==> config.mk <==
export PLATFORM = sky130hd
export DESIGN_NAME = fse_encoder
export DESIGN_NICKNAME = d
export VERILOG_FILES = /design/src/rtl/fse_pkg.sv /design/src/rtl/fse_rst_sync.sv /design/src/rtl/fse_parity_gen.sv /design/src/rtl/fse_syndrome_chk.sv /design/src/rtl/fse_ctrl.sv /design/src/rtl/fse_encoder.sv
export SDC_FILE = /design/constraint.sdc
export NUM_CORES = 1
export LEC_CHECK = 0
export ABC_AREA = 1
export CORE_MARGIN = 8
export CORE_UTILIZATION = 35
export CTS_CLUSTER_DIAMETER = 100
export CTS_CLUSTER_SIZE = 10
export DETAILED_ROUTE_END_ITERATION = 7
export HOLD_SLACK_MARGIN = 0.12
export PLACE_DENSITY = 0.65
export SETUP_SLACK_MARGIN = 0.15
export SYNTH_ARGS = -nofsm -noshare
export SYNTH_HDL_FRONTEND = slang
export SYNTH_HIERARCHICAL = 1
export SYNTH_SLANG_ARGS = --single-unit
==> constraint.sdc <==
create_clock -name clk -period 4.7 [get_ports clk]
set_input_delay 0.94 -clock clk [delete_from_list [all_inputs] [get_ports clk]]
set_output_delay 0.94 -clock clk [all_outputs]
set_load 0.05 [all_outputs]
==> src/rtl/fse_pkg.sv <==
package fse_pkg;
  localparam int K = 7;
  localparam int Q = 8;
  localparam int N = K + Q;
  localparam int RETRY_MAX = 3;

  // Row j: data bits that feed parity bit K+j
  localparam logic [K-1:0] PAR_SEL [Q] = '{
    7'b1010001,
    7'b1110011,
    7'b0110111,
    7'b1101110,
    7'b0001101,
    7'b0011010,
    7'b0110100,
    7'b1101000
  };

  typedef enum logic [1:0] {
    ST_IDLE  = 2'd0,
    ST_CHECK = 2'd1,
    ST_DEAD  = 2'd2
  } fse_state_e;
endpackage

==> src/rtl/fse_rst_sync.sv <==
module fse_rst_sync #(
  parameter int STAGES = 2
) (
  input  logic clk,
  input  logic rst_n,
  output logic rst_sync_n
);
  logic [STAGES-1:0] chain_q;
  logic [STAGES-1:0] chain_d;

  always_comb begin
    chain_d = {chain_q[STAGES-2:0], 1'b1};
  end

  always_ff @(posedge clk or negedge rst_n) begin
    if (!rst_n) chain_q <= '0;
    else        chain_q <= chain_d;
  end

  assign rst_sync_n = chain_q[STAGES-1];
endmodule

==> src/rtl/fse_parity_gen.sv <==
module fse_parity_gen
  import fse_pkg::*;
(
  input  logic [K-1:0] data,
  output logic [N-1:0] code
);
  logic [Q-1:0] par;

  for (genvar j = 0; j < Q; j++) begin : g_par
    assign par[j] = ^(data & PAR_SEL[j]);
  end

  assign code = {par, data};
endmodule

==> src/rtl/fse_syndrome_chk.sv <==
module fse_syndrome_chk
  import fse_pkg::*;
(
  input  logic [N-1:0] code,
  output logic [Q-1:0] syndrome,
  output logic         clean
);
  // Own XOR trees over the observed word, no reuse of encoder nets
  for (genvar j = 0; j < Q; j++) begin : g_syn
    logic [K:0] row_bits;
    assign row_bits    = {code[K+j], code[K-1:0] & PAR_SEL[j]};
    assign syndrome[j] = ^row_bits;
  end

  assign clean = (syndrome == '0);
endmodule

==> src/rtl/fse_ctrl.sv <==
module fse_ctrl
  import fse_pkg::*;
(
  input  logic         clk,
  input  logic         rst_n,
  input  logic         in_valid,
  input  logic [K-1:0] in_data,
  input  logic         clean,
  output logic         idle,
  output logic         checking,
  output logic [K-1:0] data_q,
  output logic         out_valid,
  output logic         out_retry,
  output logic         fatal
);
  localparam int CW = $clog2(RETRY_MAX + 1);

  fse_state_e      state_q, state_d;
  logic [CW-1:0]   tries_q, tries_d;
  logic            retried_q, retried_d;
  logic            data_en;

  always_comb begin
    state_d   = state_q;
    tries_d   = tries_q;
    retried_d = retried_q;
    data_en   = 1'b0;
    unique case (state_q)
      ST_IDLE: begin
        if (in_valid) begin
          data_en   = 1'b1;
          state_d   = ST_CHECK;
          tries_d   = '0;
          retried_d = 1'b0;
        end
      end
      ST_CHECK: begin
        if (clean) begin
          state_d = ST_IDLE;
        end else if (tries_q == CW'(RETRY_MAX)) begin
          state_d = ST_DEAD;
        end else begin
          tries_d   = tries_q + 1'b1;
          retried_d = 1'b1;
        end
      end
      ST_DEAD: state_d = ST_DEAD;
      default: state_d = ST_IDLE;
    endcase
  end

  always_ff @(posedge clk or negedge rst_n) begin
    if (!rst_n) begin
      state_q   <= ST_IDLE;
      tries_q   <= '0;
      retried_q <= 1'b0;
    end else begin
      state_q   <= state_d;
      tries_q   <= tries_d;
      retried_q <= retried_d;
    end
  end

  always_ff @(posedge clk or negedge rst_n) begin
    if (!rst_n)       data_q <= '0;
    else if (data_en) data_q <= in_data;
  end

  assign idle      = (state_q == ST_IDLE);
  assign checking  = (state_q == ST_CHECK);
  assign out_valid = checking && clean;
  assign out_retry = out_valid && retried_q;
  assign fatal     = (state_q == ST_DEAD);
endmodule

==> src/rtl/fse_encoder.sv <==
module fse_encoder
  import fse_pkg::*;
(
  input  logic         clk,
  input  logic         rst_n,
  input  logic         in_valid,
  output logic         in_ready,
  input  logic [K-1:0] in_data,
  input  logic [N-1:0] inj_mask,
  output logic         out_valid,
  output logic [N-1:0] out_code,
  output logic         out_retry,
  output logic         fatal
);
  logic         srst_n;
  logic         idle;
  logic         checking;
  logic [K-1:0] data_q;
  logic [N-1:0] enc_code;
  logic [N-1:0] obs_code;
  logic [Q-1:0] syndrome;
  logic         clean;
  logic         take;

  fse_rst_sync #(.STAGES(2)) u_rst (
    .clk        (clk),
    .rst_n      (rst_n),
    .rst_sync_n (srst_n)
  );

  assign in_ready = idle && srst_n;
  assign take     = in_valid && in_ready;

  fse_parity_gen u_enc (
    .data (data_q),
    .code (enc_code)
  );

  assign obs_code = enc_code ^ (checking ? inj_mask : '0);

  fse_syndrome_chk u_det (
    .code     (obs_code),
    .syndrome (syndrome),
    .clean    (clean)
  );

  fse_ctrl u_ctrl (
    .clk       (clk),
    .rst_n     (srst_n),
    .in_valid  (take),
    .in_data   (in_data),
    .clean     (clean),
    .idle      (idle),
    .checking  (checking),
    .data_q    (data_q),
    .out_valid (out_valid),
    .out_retry (out_retry),
    .fatal     (fatal)
  );

  assign out_code = obs_code;
endmodule

---- Yosys cells after proc, flatten, opt, wreduce, memory -nomap -nowiden ----
Index checks and enable logic that the tools add are counted.
word-level totals
  register bits after elaboration ......... 14
  latch bits .............................. 0
  bits in writable memories ............... 0
  memory bits (read-only) ................. 0
  output and inout bits ................... 19
  logic and storage cells ................. 54
  memories kept ........................... 0
operators by class
  add/subtract/negate cells ............... 1
  multipliers ............................. 0
  divide/modulo/power cells ............... 0
  order comparisons ....................... 0
  equality and inequality tests ........... 7
  shifts and indexed selects .............. 0
  mux-type cells .......................... 15
  bitwise logic cells ..................... 1
  reductions and logical operators ........ 25
operators by type and width
  kind                   count
  $reduce_xor A8 Y1      8
  $reduce_xor A7 Y1      8
  $mux W15               1
  $xor A15 B15 Y15       1
  $mux W2                6
  $logic_not A8 Y1       1
  $pmux W2 S3            1
  $mux W1                5
  $eq A2 B2 Y1 const B   2
  $logic_and A1 B1 Y1    4
  $ne A2 B2 Y1 const B   2
  $pmux W2 S2            1
  $reduce_and A4 Y1      1
  $ne A3 B1 Y1 const B   1
  $add A2 B1 Y2 const B  1
  $eq A2 B1 Y1 const B   1
  $logic_not A2 Y1       1
  $ne A2 B1 Y1 const B   1
  $pmux W1 S2            1
  $reduce_and A2 Y1      1
  $reduce_bool A2 Y1     1

---- Depth between registers and ports, before layout ----
Gate-level depths: netlist (run 1).
  depth after elaboration ................. 7
  gate-level depth with buffers ........... 23

---- Modules after synthesis ----
Netlist (run 1), hierarchy kept.
by module, submodules not included
  module            times used  cells an instance  area an instance (um^2)  seq. area each (um^2)
  fse_ctrl          1           60                 529.3                    300.3
  fse_syndrome_chk  1           109                514.2                    0.0
  fse_encoder       1           82                 349.1                    0.0
  fse_parity_gen    1           52                 289.0                    0.0
  fse_rst_sync      1           3                  53.8                     50.0

---- Worst setup path after synthesis (run 1) ----
No wires, ideal clock.
  path kind ............................... input to output
  start ................................... in inj_mask[4]
  end ..................................... out out_retry
  data arrival time ....................... 3.006 ns
  required time ........................... 3.760 ns
  slack ................................... 0.754 ns
  cell stages on the path ................. 14
  path buffers ............................ 1
  cell sequence ........................... nand2_1 > nand2_1 > nand2_1 > buf_2 > inv_1 > nand2_1 > nand3_1 > nand2_1 > nor2_1 > nor2_4 > nand3_1 > nor2_1 > inv_1 > nor3_2
on the way
  word-level cells in the longest chain between the ends .. 6
  elaborated cells on any way between the ends .. 10
  those cells by class .................... mux: 1; bitwise: 1; reduce/logical: 8
ends and longest elaborated chain
  item                   RTL line                text
  start: declaration     fse_encoder.sv:9        input logic [N-1:0] inj_mask,
  $mux W15 *             fse_encoder.sv:39       assign obs_code = enc_code ^ (checking ? inj_mask : '0);
  $xor A15 B15 Y15 *     fse_encoder.sv:39
  named net out_code[4]  fse_encoder.sv:11       output logic [N-1:0] out_code,
  $reduce_xor A8 Y1      fse_syndrome_chk.sv:12  assign syndrome[j] = ^row_bits;
  $logic_not A8 Y1 *     fse_syndrome_chk.sv:15  assign clean = (syndrome == '0);
  named net clean        fse_encoder.sv:22       logic clean;
  $logic_and A1 B1 Y1 *  fse_ctrl.sv:71          assign out_valid = checking && clean;
  $logic_and A1 B1 Y1 *  fse_ctrl.sv:72          assign out_retry = out_valid && retried_q;
  end: declaration       fse_encoder.sv:12       output logic out_retry,
Mark *: on every way through the listed nets, which the timed path passes. The rest lies on a longest branch.

---- Worst setup path in the final report (run 1) ----
  start ................................... in inj_mask[5]
  end ..................................... out out_retry
on the way
  word-level cells in the longest chain between the ends .. 6
  elaborated cells on any way between the ends .. 10
  those cells by class .................... mux: 1; bitwise: 1; reduce/logical: 8
ends and longest elaborated chain
  item                   RTL line
  $mux W15 *             fse_encoder.sv:39
  $xor A15 B15 Y15 *     fse_encoder.sv:39
  $reduce_xor A8 Y1      fse_syndrome_chk.sv:12
  $logic_not A8 Y1 *     fse_syndrome_chk.sv:15
  named net clean        fse_encoder.sv:22
  $logic_and A1 B1 Y1 *  fse_ctrl.sv:71
  $logic_and A1 B1 Y1 *  fse_ctrl.sv:72
Marked as above.

==> results of run 1 <==
==> layout by cell type, fill, tap and decap left out <==
cell / count
buf_12: 1
buf_4: 2
clkbuf_8: 4
clkdlybuf4s50_1: 41
clkinv_1: 1
conb_1: 1
dfrtp_1: 14
ha_1: 1
inv_1: 42
inv_2: 4
nand2_1: 141
nand2_2: 7
nand2b_1: 2
nand3_1: 31
nand3b_1: 1
nand4_1: 2
nor2_1: 13
nor2_2: 1
nor2_4: 2
nor3_2: 1
o21ai_0: 2
o21ai_1: 1
xnor2_1: 9
xnor2_2: 1
xor2_1: 10
==> per-layer routing <==
| metal | part of all wire | wire length [um] |
|---|---|---|
| met5 | 0 | 0 |
| met3 | 0.041 | 175 |
| met4 | 0.012 | 52 |
| met2 | 0.49 | 2080 |
| met1 | 0.46 | 1950 |
==> registers in the layout, indices dropped and copies added, names as in the netlist <==
register          cells
u_ctrl/data_q         7
u_ctrl/state_q        2
u_ctrl/tries_q        2
u_rst/chain_q         2
u_ctrl/retried_q      1
==> power by group through the flow <==
| stage | registers, mW | clock network (mW) | logic (mW) |
|---|---|---|---|
| finish | 0.124 | 0.117 | 0.0222 |
| global route | 0.124 | 0.128 | 0.0239 |
| CTS | 0.124 | 0.121 | 0.0222 |
| detailed placement | 0.126 | 0 | 0.0221 |
| global placement | 0.126 | 0 | 0.0221 |
| floorplan | 0.125 | 0 | 0.000239 |
==> cell type report <==
class,count,share of cell area
clock buffer,4,0.0253
inverter,47,0.0812
multi-input combinational,226,0.489
sequential,14,0.161
tap,67,0.0386
timing repair buffer,44,0.205
==> final timing paths <==
| kind | endpoint | from | slack [ps] | cells past startpoint |
|---|---|---|---|---|
| min in group clk | u_rst/chain_q[1] | u_rst/chain_q[0] | 350 | 0 |
| max reg2reg | u_ctrl/tries_q[0] | u_ctrl/state_q[0] | 1950 | 17 |
| min | u_ctrl/data_q[6] | u_rst/chain_q[1] | 200 | 0 |
| min reg2reg | u_ctrl/data_q[6] | u_rst/chain_q[1] | 200 | 0 |
| max | out_retry | inj_mask[5] | 630 | 16 |
| max in group asynchronous | u_rst/chain_q[0] | rst_n | 3730 | 1 |
==> summary by stage, run 1 <==
Floorplan
The die covers 7430 um2. The floorplan core area is 4720 um2. In this run the horizontal extent of the chip is 86.2 um. For this configuration, the core starts out at a cell density of 0.365. The number of placement rows is 25. The number of I/O pins is 44. The floorplan die height is 86.2 um.

Drt
The via-per-instance ratio is 4.45. The pre-antenna-repair detailed-routing pass consisted of 4 iterations. After the first detailed-routing iteration, the DRC count stood at 48. Dividing the detail-routed wire length by the instance count gives 10.6 um.

Wires add up to 4.25 mm. For this run, design rule violations remaining after detail routing come to 0. The number of nets still failing antenna checks after routing is 0. Summing over every cut layer, the via total after detailed routing is 1,789.

Finish
The sequential cell area is 350 um2. The number of antenna diodes in the final layout is 0. The count of cells in the finished layout, fillers not included, comes to 402. The fraction of layout instances using a drive strength above 1 is 0.0687. The multi-input combinational cell area is 1060 um2. After routing the design area is 2170 um2. The relative area change from synthesis to final layout is 26.1%. Fill cells in the final layout number 524. The number of nets in the final layout is 362. The final cell utilization of the core is 0.460.

Run status
The run finished with clean final reports.

Placement
The pre-CTS setup slack is 631 ps. At the end of routability-driven placement, the weighted congestion stood at 0.824. The cell area reported after detailed placement is 2120 um2. After detailed placement, the design holds a cell count of 398.

The estimated wirelength of the detail-placed design is 3.49 mm. During placement, the flow inserted port buffers numbering 43.

Timing
After layout, the worst setup slack is 633 ps. Setup repair after global routing left no endpoint under its margin. Of the available clock period, the critical path in the final layout requires 0.865. The number of hold-slack violations in the final timing report is 0. The tightest hold path in the finished design has a slack of 198 ps. Setup violations remaining at the end of the flow were counted as 0.

Setup total negative slack on the finished layout was measured at 0 ps. The max-slew violation count is 0. The worst pin sits at a relative slew slack of 0.622. Subtracting the final worst setup slack from the clock period gives 4070 ps. For this run, the top clock speed supported by timing is 0.246 GHz. The worst clock skew on the final layout is 4.35 ps. The transition time at the pin with the least slew margin is 566 ps.

Global route
For this run, global-route usage on met2 was measured as 0.213. For this run, global-route usage on met3 was measured as 0.0189. The aggregate global-route resource usage is 0.117. The initial antenna violation count is 0. The via count of the first global-routing pass is 1,600.

After global routing the overflow that remains totals 0. The wire length of the first global-routing pass is 7.04 mm. The global routing stage identified its most utilized layer as met2. For this run, global-route usage on met1 was measured as 0.133. The pin count of the biggest net entering global routing is 27.

Setup path
Along the worst path, the maximum fanout reaches 8. The path type of the worst setup path is primary input to primary output. The kind of capture point of the worst setup path is a primary output. The number of buffers and inverters on the critical path is 4. The slowest cell on the critical path is clkdlybuf4s50_1. The kind of start point of the critical path is a primary input. STA puts the critical path data required time at 3760 ps. The data arrival time of the worst path is 3130 ps. The stage delay of the slowest cell on the critical path is 470 ps.

The most prevalent standard cell on the critical path is nand2_1. The critical path goes through clkdlybuf4s50_1, nand2_1, nand2_1, nand2_1, inv_1, nand2_1, nand2_1, nand2_1, nand2_1, nand2_1, nand2_1, nand3_1, nor2_1, inv_1, nor3_2, buf_12. In this design, the largest share of critical-path delay is due to simple AND/OR/NAND/NOR gates.

Run
Across the run, the number of max-cap violations was 0.

Logic synthesis
The average instance in the mapped netlist occupies 5.69 um2. The total number of yosys warnings is 6. The area of the mapped netlist is 1720 um2. When the netlist entered floorplanning its net count stood at 329. The synthesized netlist cell count is 303.

Clocking
The number of buffers between clock root and the deepest sink is 2. In this run the clock root is driven by a clkbuf_8. The clock-pin slew on the worst setup and hold paths is 60 ps. The number of buffers inserted for hold repair after clock tree synthesis is 0. The number of clock buffers inserted by TritonCTS is 3. TritonCTS built the clock tree. The tree built by TritonCTS fans out to 14 sinks. The total setup buffers inserted after CTS is 0. The clock insertion delay at the later pin of the skew report is 250 ps. Gates resized during post-CTS repair numbered 0. The total number of H-tree levels is 1.

Power and ir drop
The combinational cell fraction of total power is 0.084. The completed layout was analyzed and its total power is 0.262 mW. Dividing total power by cell area gives a power density of 121 nW/um2. The leakage component of the power is 1.10 nW.

Of the total power, registers draw 0.471. Of the total power, the share spent switching nets is 0.187. The share of total power dissipated in the clock network is 0.445. The internal portion of the total power is 0.213 mW. In this run the power spent charging and discharging nets is 0.0491 mW. The worst-case IR drop observed on VDD is 145 uV.

Hold path
The worst hold path belongs to the class flip-flop to asynchronous set/reset pin.
(Power assumes the default switching activity.)
==> inputs of run 2 (changes only) <==
==> constraint.sdc (replaced) <==
create_clock -name clk -period 5 [get_ports clk]
set_input_delay 1 -clock clk [delete_from_list [all_inputs] [get_ports clk]]
set_output_delay 1 -clock clk [all_outputs]
set_load 0.05 [all_outputs]
==> run 2 against run 1 <==
Register-to-register slack gained 190 ps. Cell count shrank 0.50%. Routed wire length shrank 1.3%. Critical path depth is the same. Utilization shrank 0.72 points. Setup slack gained 140 ps. Hold slack gained 2.4 ps. Count of clock-buffer cells in the layout shrank 1. Combinational power shrank 5%. Critical path type unchanged.
==> summary by stage, run 2 (same netlist as run 1, synthesis figures left out) <==
Floorplan
The floorplan core area is 4720 um2 (unchanged). The number of I/O pins is 44 (unchanged). The floorplan die height came to 86.2 um (unchanged). The horizontal extent of the die came to 86.2 um (unchanged). The effective utilization at floorplan is 0.365 (unchanged). The floorplan die area is 7430 um2 (unchanged). The number of placement rows was 25 (unchanged).

Clocking
The TritonCTS clock tree is built (unchanged). The clock-pin slew on the worst setup and hold paths came to 50 ps (was 60 ps). The total setup buffers inserted after CTS came to 0 (unchanged).

The CTS sink count was 14 (unchanged). The root buffer cell is clkbuf_8 (unchanged). The number of clock buffers inserted by TritonCTS is 3 (unchanged).

The number of instances resized during post-cts repair is 0 (unchanged). The clock insertion delay at the later pin of the skew report is 240 ps (was 250 ps). The total number of H-tree levels was 1 (unchanged).

The number of buffers between clock root and the deepest sink is 2 (unchanged). The number of buffers inserted for hold repair after clock tree synthesis was 0 (unchanged).

Finish
The flip-flop count of the largest register after layout is 7 (unchanged). The fraction of layout instances using a drive strength above 1 is 0.0631 (was 0.0687). The number of non-filler instances in the completed layout was 400 (was 402). The relative area change from synthesis to final layout is 24.1% (was 26.1%). The number of nets in the final layout is 361 (was 362). The final cell utilization of the core was 0.453 (was 0.460). The most common library cell in the layout ignoring fill and taps was nand2_1 (unchanged). The register with the most flip-flops is u_ctrl/data_q (unchanged). The total inserted antenna cells is 0 (unchanged). Commonest cells after routing, fill and taps aside: nand2_1, inv_1, clkdlybuf4s50_1, nand3_1, dfrtp_1 (unchanged). The number of fillers in the final layout is 495 (was 524).

Timing
The setup violation total in the final timing report is 0 (unchanged). The relative max-transition margin is 0.529 (was 0.622). The accumulated negative setup slack is 0 ps (unchanged). The fmax is 0.237 GHz. The final period utilization is 0.845. The transition time at the pin with the least slew margin is 705 ps (was 566 ps). The smallest clock period supported by the final layout is computed as 4220 ps. The number of hold-slack violations in the final timing report is 0 (unchanged).

The max-slew violation count came to 0 (unchanged). The worst clock skew on the final layout came to 4.34 ps (was 4.35 ps). The final-layout worst hold slack is 200 ps (was 198 ps). Unrepaired setup endpoints after global routing: false (unchanged).

Setup path
The worst flop-to-flop path endpoint is u_ctrl/tries_q[0] (unchanged). The maximum fanout count along the critical path is 8 (unchanged). The required time of the critical path is 4000 ps (was 3760 ps). The number of buffers and inverters on the critical path is 4 (unchanged). The number of stages on the worst setup path is 16 (unchanged). Critical Path, Cell by Cell: clkdlybuf4s50_1, nand2_1, nand2_1, nand2_1, inv_1, nand2_1, nand2_1, nand2_1, nand2_1, nand2_1, nand2_1, nand3_1, nor2_1, inv_1, nor3_2, buf_4 (was clkdlybuf4s50_1, nand2_1, nand2_1, nand2_1, inv_1, nand2_1, nand2_1, nand2_1, nand2_1, nand2_1, nand2_1, nand3_1, nor2_1, inv_1, nor3_2, buf_12). The launching instance or port of the critical path is inj_mask[5] (unchanged). The most prevalent standard cell on the critical path is nand2_1 (unchanged).

The reg2reg setup slack is 2140 ps (was 1950 ps). The path type of the worst setup path is primary input to primary output (unchanged). The kind of start point of the critical path was a primary input (unchanged). The number of cells traversed by the worst register-to-register path is 17 (unchanged). The largest delay contributor family on the critical path is simple AND/OR/NAND/NOR gates (unchanged). The kind of capture point of the worst setup path was a primary output (unchanged). The stage delay of the slowest cell on the critical path is 490 ps (was 470 ps). The data arrival time of the worst path is 3220 ps (was 3130 ps). The critical path capture point is out_retry (unchanged). The slowest cell on the critical path is clkdlybuf4s50_1 (unchanged). The startpoint of the worst-slack reg-to-reg timing path is u_ctrl/state_q[0] (unchanged).

Hold path
The class of the tightest hold or removal check is flip-flop to asynchronous set/reset pin (unchanged).

Drt
The via-per-instance ratio came to 4.47 (was 4.45). The post-detailed-routing wire length is 4.20 mm (was 4.25 mm). The first-iteration detailed-routing DRC count came to 54 (was 48). The total iterations of the first detailed-routing run was 4 (unchanged). The total number of vias is 1,789 (unchanged).

The average detailed-routed wire length per instance is 10.5 um (was 10.6 um). The number of nets still failing antenna checks after routing was 0 (unchanged). The residual DRC count is 0 (unchanged).

Power and ir drop
The switching power summed over all nets is 0.0420 mW (was 0.0491 mW). The power density normalized to cell area was 105 nW/um2 (was 121 nW/um2). The leakage component of the power came to 1.09 nW (was 1.10 nW).

The power share of the sequential group is 0.515 (was 0.471). The worst ir drop on vdd is 134 uV (was 145 uV). The internal power was 0.184 mW (was 0.213 mW). The combinational cell fraction of total power is 0.093 (was 0.084). The switching power as a share of total power is 0.186 (was 0.187). The part of the power in the clock network is 0.392 (was 0.445).

Run status
Result of the run: complete, no violations (unchanged).

Placement
The number of I/O port buffers was 43 (unchanged). The cell total after placement is 397 (was 398). The final weighted congestion in routability-driven placement is 0.844 (was 0.824). The estimated wirelength of the detail-placed design was 3.46 mm (was 3.49 mm).

Global route
The initial antenna violation count was 0 (unchanged). The aggregate global-route resource usage is 0.117 (about the same). The via count of the first global-routing pass is 1,686 (was 1,600). The overall overflow remaining after global route is 0 (unchanged).

The pin count of the biggest net entering global routing is 34 (was 27). The wire length of the first global-routing pass is 7.22 mm (was 7.04 mm).

Run
The number of maximum-capacitance constraint violations is 0 (unchanged).
-- run 2: cell types whose count changed in the layout (fill, tap and decap cells not counted), sizes merged --
cell    previous run  this run
buf                3         2
clkbuf             4         3
-- run 2: area by class of cell --
| cell class | instances | area, um2 | share of cell area |
|---|---|---|---|
| multi-input combinational | 226 | 1060 | 0.496 |
| sequential | 14 | 350 | 0.164 |
| timing repair buffer | 43 | 425 | 0.199 |
| inverter | 47 | 176 | 0.0825 |
| tap | 67 | 83.8 | 0.0392 |
| clock buffer | 3 | 41.3 | 0.0193 |
-- run 2: through the flow --
step | cell area [um2] | total power [mW] | setup slack, ps
after floorplan | 1720 | 0.118 | 949
after global placement | 2100 | 0.139 | 839
after detailed placement | 2100 | 0.139 | 807
after CTS | 2140 | 0.231 | 780
after global routing | 2140 | 0.241 | 546
final | 2140 | 0.226 | 776
-- run 2: power groups by stage --
stage / Combinational, mW / Clock (mW) / Sequential, mW
final: 0.0210 / 0.0885 / 0.116
after global routing: 0.0226 / 0.102 / 0.117
after CTS: 0.0211 / 0.0934 / 0.116
after detailed placement: 0.0209 / 0 / 0.118
after global placement: 0.0208 / 0 / 0.118
after floorplan: 0.000224 / 0 / 0.118
-- run 2: metal layers --
layer / global-route usage / vias to the layer above / share of wire
li1: - / 959 / -
met5: 0 / - / 0
met1: 0.138 / 778 / 0.47
met3: 0.0142 / 7 / 0.040
met4: 0.0423 / 0 / 0.017
met2: 0.211 / 45 / 0.47
-- run 2: worst min path at each step --
stage	cells past startpoint	slack (ps)	endpoint	from
final	0	200	u_ctrl/data_q[5]	u_rst/chain_q[1]
after CTS	0	230	u_ctrl/data_q[5]	u_rst/chain_q[1]
after floorplan	0	160	u_ctrl/data_q[0]	u_rst/chain_q[1]
after global routing	0	250	u_ctrl/data_q[6]	u_rst/chain_q[1]
after detailed placement	0	230	u_ctrl/data_q[2]	u_rst/chain_q[1]
after global placement	0	220	u_ctrl/data_q[2]	u_rst/chain_q[1]
==> inputs of run 3 (changes only) <==
--- a/config.mk
+++ b/config.mk
@@ -12,7 +12,7 @@
 export CTS_CLUSTER_SIZE = 10
 export DETAILED_ROUTE_END_ITERATION = 7
 export HOLD_SLACK_MARGIN = 0.12
-export PLACE_DENSITY = 0.65
+export PLACE_DENSITY = 0.68
 export SETUP_SLACK_MARGIN = 0.15
 export SYNTH_ARGS = -nofsm -noshare
 export SYNTH_HDL_FRONTEND = slang
==> constraint.sdc (replaced) <==
create_clock -name clk -period 3.8 [get_ports clk]
set_input_delay 0.76 -clock clk [delete_from_list [all_inputs] [get_ports clk]]
set_output_delay 0.76 -clock clk [all_outputs]
set_load 0.05 [all_outputs]
==> run 3 against run 2 <==
Critical path depth stayed put. Cell count is 1.8% higher. Critical endpoint unchanged. Via count stayed put. Largest power group unchanged. First-iteration DRC count is 76% higher. Die area stayed put. Highest routed layer unchanged. Flip-flop and latch count stayed put.
==> summary by stage, run 3 (same netlist as run 1, synthesis figures left out) <==
Finish
The register with the most flip-flops is u_ctrl/data_q (unchanged). The final design area excluding fillers was 2260 um2 (was 2140 um2). The number of fillers in the final layout is 482 (was 495). The flip-flop count of the largest register after layout came to 7 (unchanged). The fraction of layout instances using a drive strength above 1 is 0.121 (was 0.0631). The total inserted antenna cells is 0 (unchanged).

The multi-input combinational cell area was 1100 um2 (was 1060 um2). The relative area change from synthesis to final layout was 31.1% (was 24.1%). The number of non-filler instances in the completed layout is 407 (was 400). Commonest cells after routing, fill and taps aside: nand2_1, clkdlybuf4s50_1, inv_1, nand3_1, nand2_2 (was nand2_1, inv_1, clkdlybuf4s50_1, nand3_1, dfrtp_1).

The sequential cell area is 353 um2 (was 350 um2). The most common library cell in the layout ignoring fill and taps is nand2_1 (unchanged). The number of nets in the final layout is 367 (was 361).

Clocking
The number of clock buffers inserted by TritonCTS is 3 (unchanged). The TritonCTS clock tree is built (unchanged). The CTS sink count is 14 (unchanged).

The root buffer cell is clkbuf_8 (unchanged). The clock insertion delay at the later pin of the skew report is 240 ps (about the same). The total number of H-tree levels is 1 (unchanged).

The number of buffers between clock root and the deepest sink is 2 (unchanged). The clock-pin slew on the worst setup and hold paths is 60 ps (was 50 ps). The number of buffers inserted for hold repair after clock tree synthesis is 0 (unchanged).

Timing
Unrepaired setup endpoints after global routing: false (unchanged). The relative max-transition margin is 0.663 (was 0.529). The accumulated negative setup slack is 0 ps (unchanged). The transition time at the pin with the least slew margin is 504 ps (was 705 ps). The minimum period implied by the final worst setup slack is 3480 ps. The worst clock skew on the final layout is 1.13 ps (was 4.34 ps). The max-slew violation count is 0 (unchanged). Dividing the final minimum period by the clock period gives 0.915. The number of hold-slack violations in the final timing report was 0 (unchanged). The final worst slack was 323 ps (was 776 ps). The fmax is 0.288 GHz. The setup violation total in the final timing report is 0 (unchanged).

Global route
The via count of the first global-routing pass is 1,708 (was 1,686). The pin count of the biggest net entering global routing is 14 (was 34). The wire length of the first global-routing pass is 7.45 mm (was 7.22 mm). The aggregate global-route resource usage is 0.119 (was 0.117). The initial antenna violation count is 0 (unchanged). The overall overflow remaining after global route was 0 (unchanged).

Placement
The estimated wirelength of the detail-placed design came to 3.62 mm (was 3.46 mm). The number of I/O port buffers is 43 (unchanged). The final weighted congestion in routability-driven placement is 0.916 (was 0.844).

The cell total after placement is 401 (was 397). The pre-CTS setup slack is 134 ps (was 807 ps). The cell area reported after detailed placement is 2150 um2 (was 2100 um2).

Setup path
The stage delay of the slowest cell on the critical path is 480 ps (was 490 ps). The number of cells traversed by the worst register-to-register path is 18 (was 17). The slowest cell on the critical path is clkdlybuf4s50_1 (unchanged). The path type of the worst setup path is primary input to primary output (unchanged).

The kind of start point of the critical path is a primary input (unchanged). Critical Path, Cell by Cell: clkdlybuf4s50_1, nand2_1, nand2_1, nand2_2, inv_2, nand2_1, nand2_1, nand2_1, nand2_1, nor2_1, nor2_4, nand3_1, nor2_2, inv_2, nor3_4, buf_12 (was clkdlybuf4s50_1, nand2_1, nand2_1, nand2_1, inv_1, nand2_1, nand2_1, nand2_1, nand2_1, nand2_1, nand2_1, nand3_1, nor2_1, inv_1, nor3_2, buf_4). The data arrival time of the worst path is 2720 ps (was 3220 ps). The reg2reg setup slack is 1370 ps (was 2140 ps). The most prevalent standard cell on the critical path was nand2_1 (unchanged). The kind of capture point of the worst setup path is a primary output (unchanged). The startpoint of the worst-slack reg-to-reg timing path was u_ctrl/state_q[0] (unchanged). The number of buffers and inverters on the critical path is 4 (unchanged). The largest delay contributor family on the critical path is simple AND/OR/NAND/NOR gates (unchanged). The worst flop-to-flop path endpoint was u_ctrl/tries_q[0] (unchanged). The maximum fanout count along the critical path is 7 (was 8). The required time of the critical path is 3040 ps (was 4000 ps).

Floorplan
The horizontal extent of the die is 86.2 um (unchanged). The number of I/O pins came to 44 (unchanged). The floorplan core area is 4720 um2 (unchanged). The floorplan die area came to 7430 um2 (unchanged). The effective utilization at floorplan was 0.365 (unchanged). The floorplan die height is 86.2 um (unchanged). The number of placement rows came to 25 (unchanged).

Drt
The number of nets still failing antenna checks after routing is 0 (unchanged). The first-iteration detailed-routing DRC count is 95 (was 54). The via-per-instance ratio was 4.40 (was 4.47). The total iterations of the first detailed-routing run is 4 (unchanged).

The post-detailed-routing wire length is 4.31 mm (was 4.20 mm). The residual DRC count came to 0 (unchanged). The total number of vias came to 1,789 (unchanged). The average detailed-routed wire length per instance is 10.6 um (was 10.5 um).

Hold path
The class of the tightest hold or removal check is flip-flop to asynchronous set/reset pin (unchanged).

Run
The number of maximum-capacitance constraint violations is 0 (unchanged).

Power and ir drop
The leakage component of the power is 1.12 nW (was 1.09 nW). The worst ir drop on vdd is 183 uV (was 134 uV). The power density normalized to cell area came to 142 nW/um2 (was 105 nW/um2).

Run status
Result of the run: complete, no violations (unchanged).
[run 3: worst register-to-register path: cells and delay by family (launching register included)]
kind          cells  cell delay, ps
simple gates     15            1510
buf+inv           3             370
flops             1             430
[run 3: area by class of cell]
class	count	area share
Sequential cell	14	0.156
Inverter	47	0.0781
Multi-Input combinational cell	226	0.485
Timing Repair Buffer	49	0.219
Clock buffer	4	0.0244
Tap cell	67	0.0371
[run 3: repair_timing]
action / in CTS / in global routing
endpoints found under the hold margin: 0 / 0
buffers inserted: 0 / 2
pin swaps: 0 / 3
gates resized for setup: 3 / 12
gates cloned: 0 / 0
endpoints found under the setup margin: 1 / 2
[run 3: report_power, final]
part           switching [mW]  internal, mW
Clock                  0.0493        0.0916
Combinational         0.00590        0.0216
Sequential            0.00261         0.150
[run 3: per-stage QoR]
step	hold WS [ps]	total power, mW	utilization
4_1_cts	229	0.327	0.470
3_3_place_gp	215	0.183	0.456
6_report	207	0.321	0.478
5_1_grt	258	0.336	0.478
3_5_place_dp	223	0.183	0.456
2_1_floorplan	156	0.155	-
[run 3: how the worst max path moves through the flow]
stage                            from        end  slack, ps  cells after the start
floorplan           u_ctrl/state_q[0]  out_retry        210                     18
global placement          inj_mask[4]  out_retry        150                     16
detailed placement        inj_mask[1]  out_retry        130                     16
CTS                       inj_mask[6]  out_retry        170                     13
global route              inj_mask[5]  out_retry        160                     16
finish                    inj_mask[1]  out_retry        320                     16
[run 3: metal layers]
| metal | up-vias | track usage | part of all wire | wire [um] |
|---|---|---|---|---|
| met4 | 0 | 0.0313 | 0.0037 | 16 |
| met3 | 2 | 0.0180 | 0.053 | 230 |
| met2 | 41 | 0.213 | 0.50 | 2160 |
| met1 | 780 | 0.145 | 0.44 | 1900 |
| met5 | - | 0 | 0 | 0 |
| li1 | 966 | - | - | - |
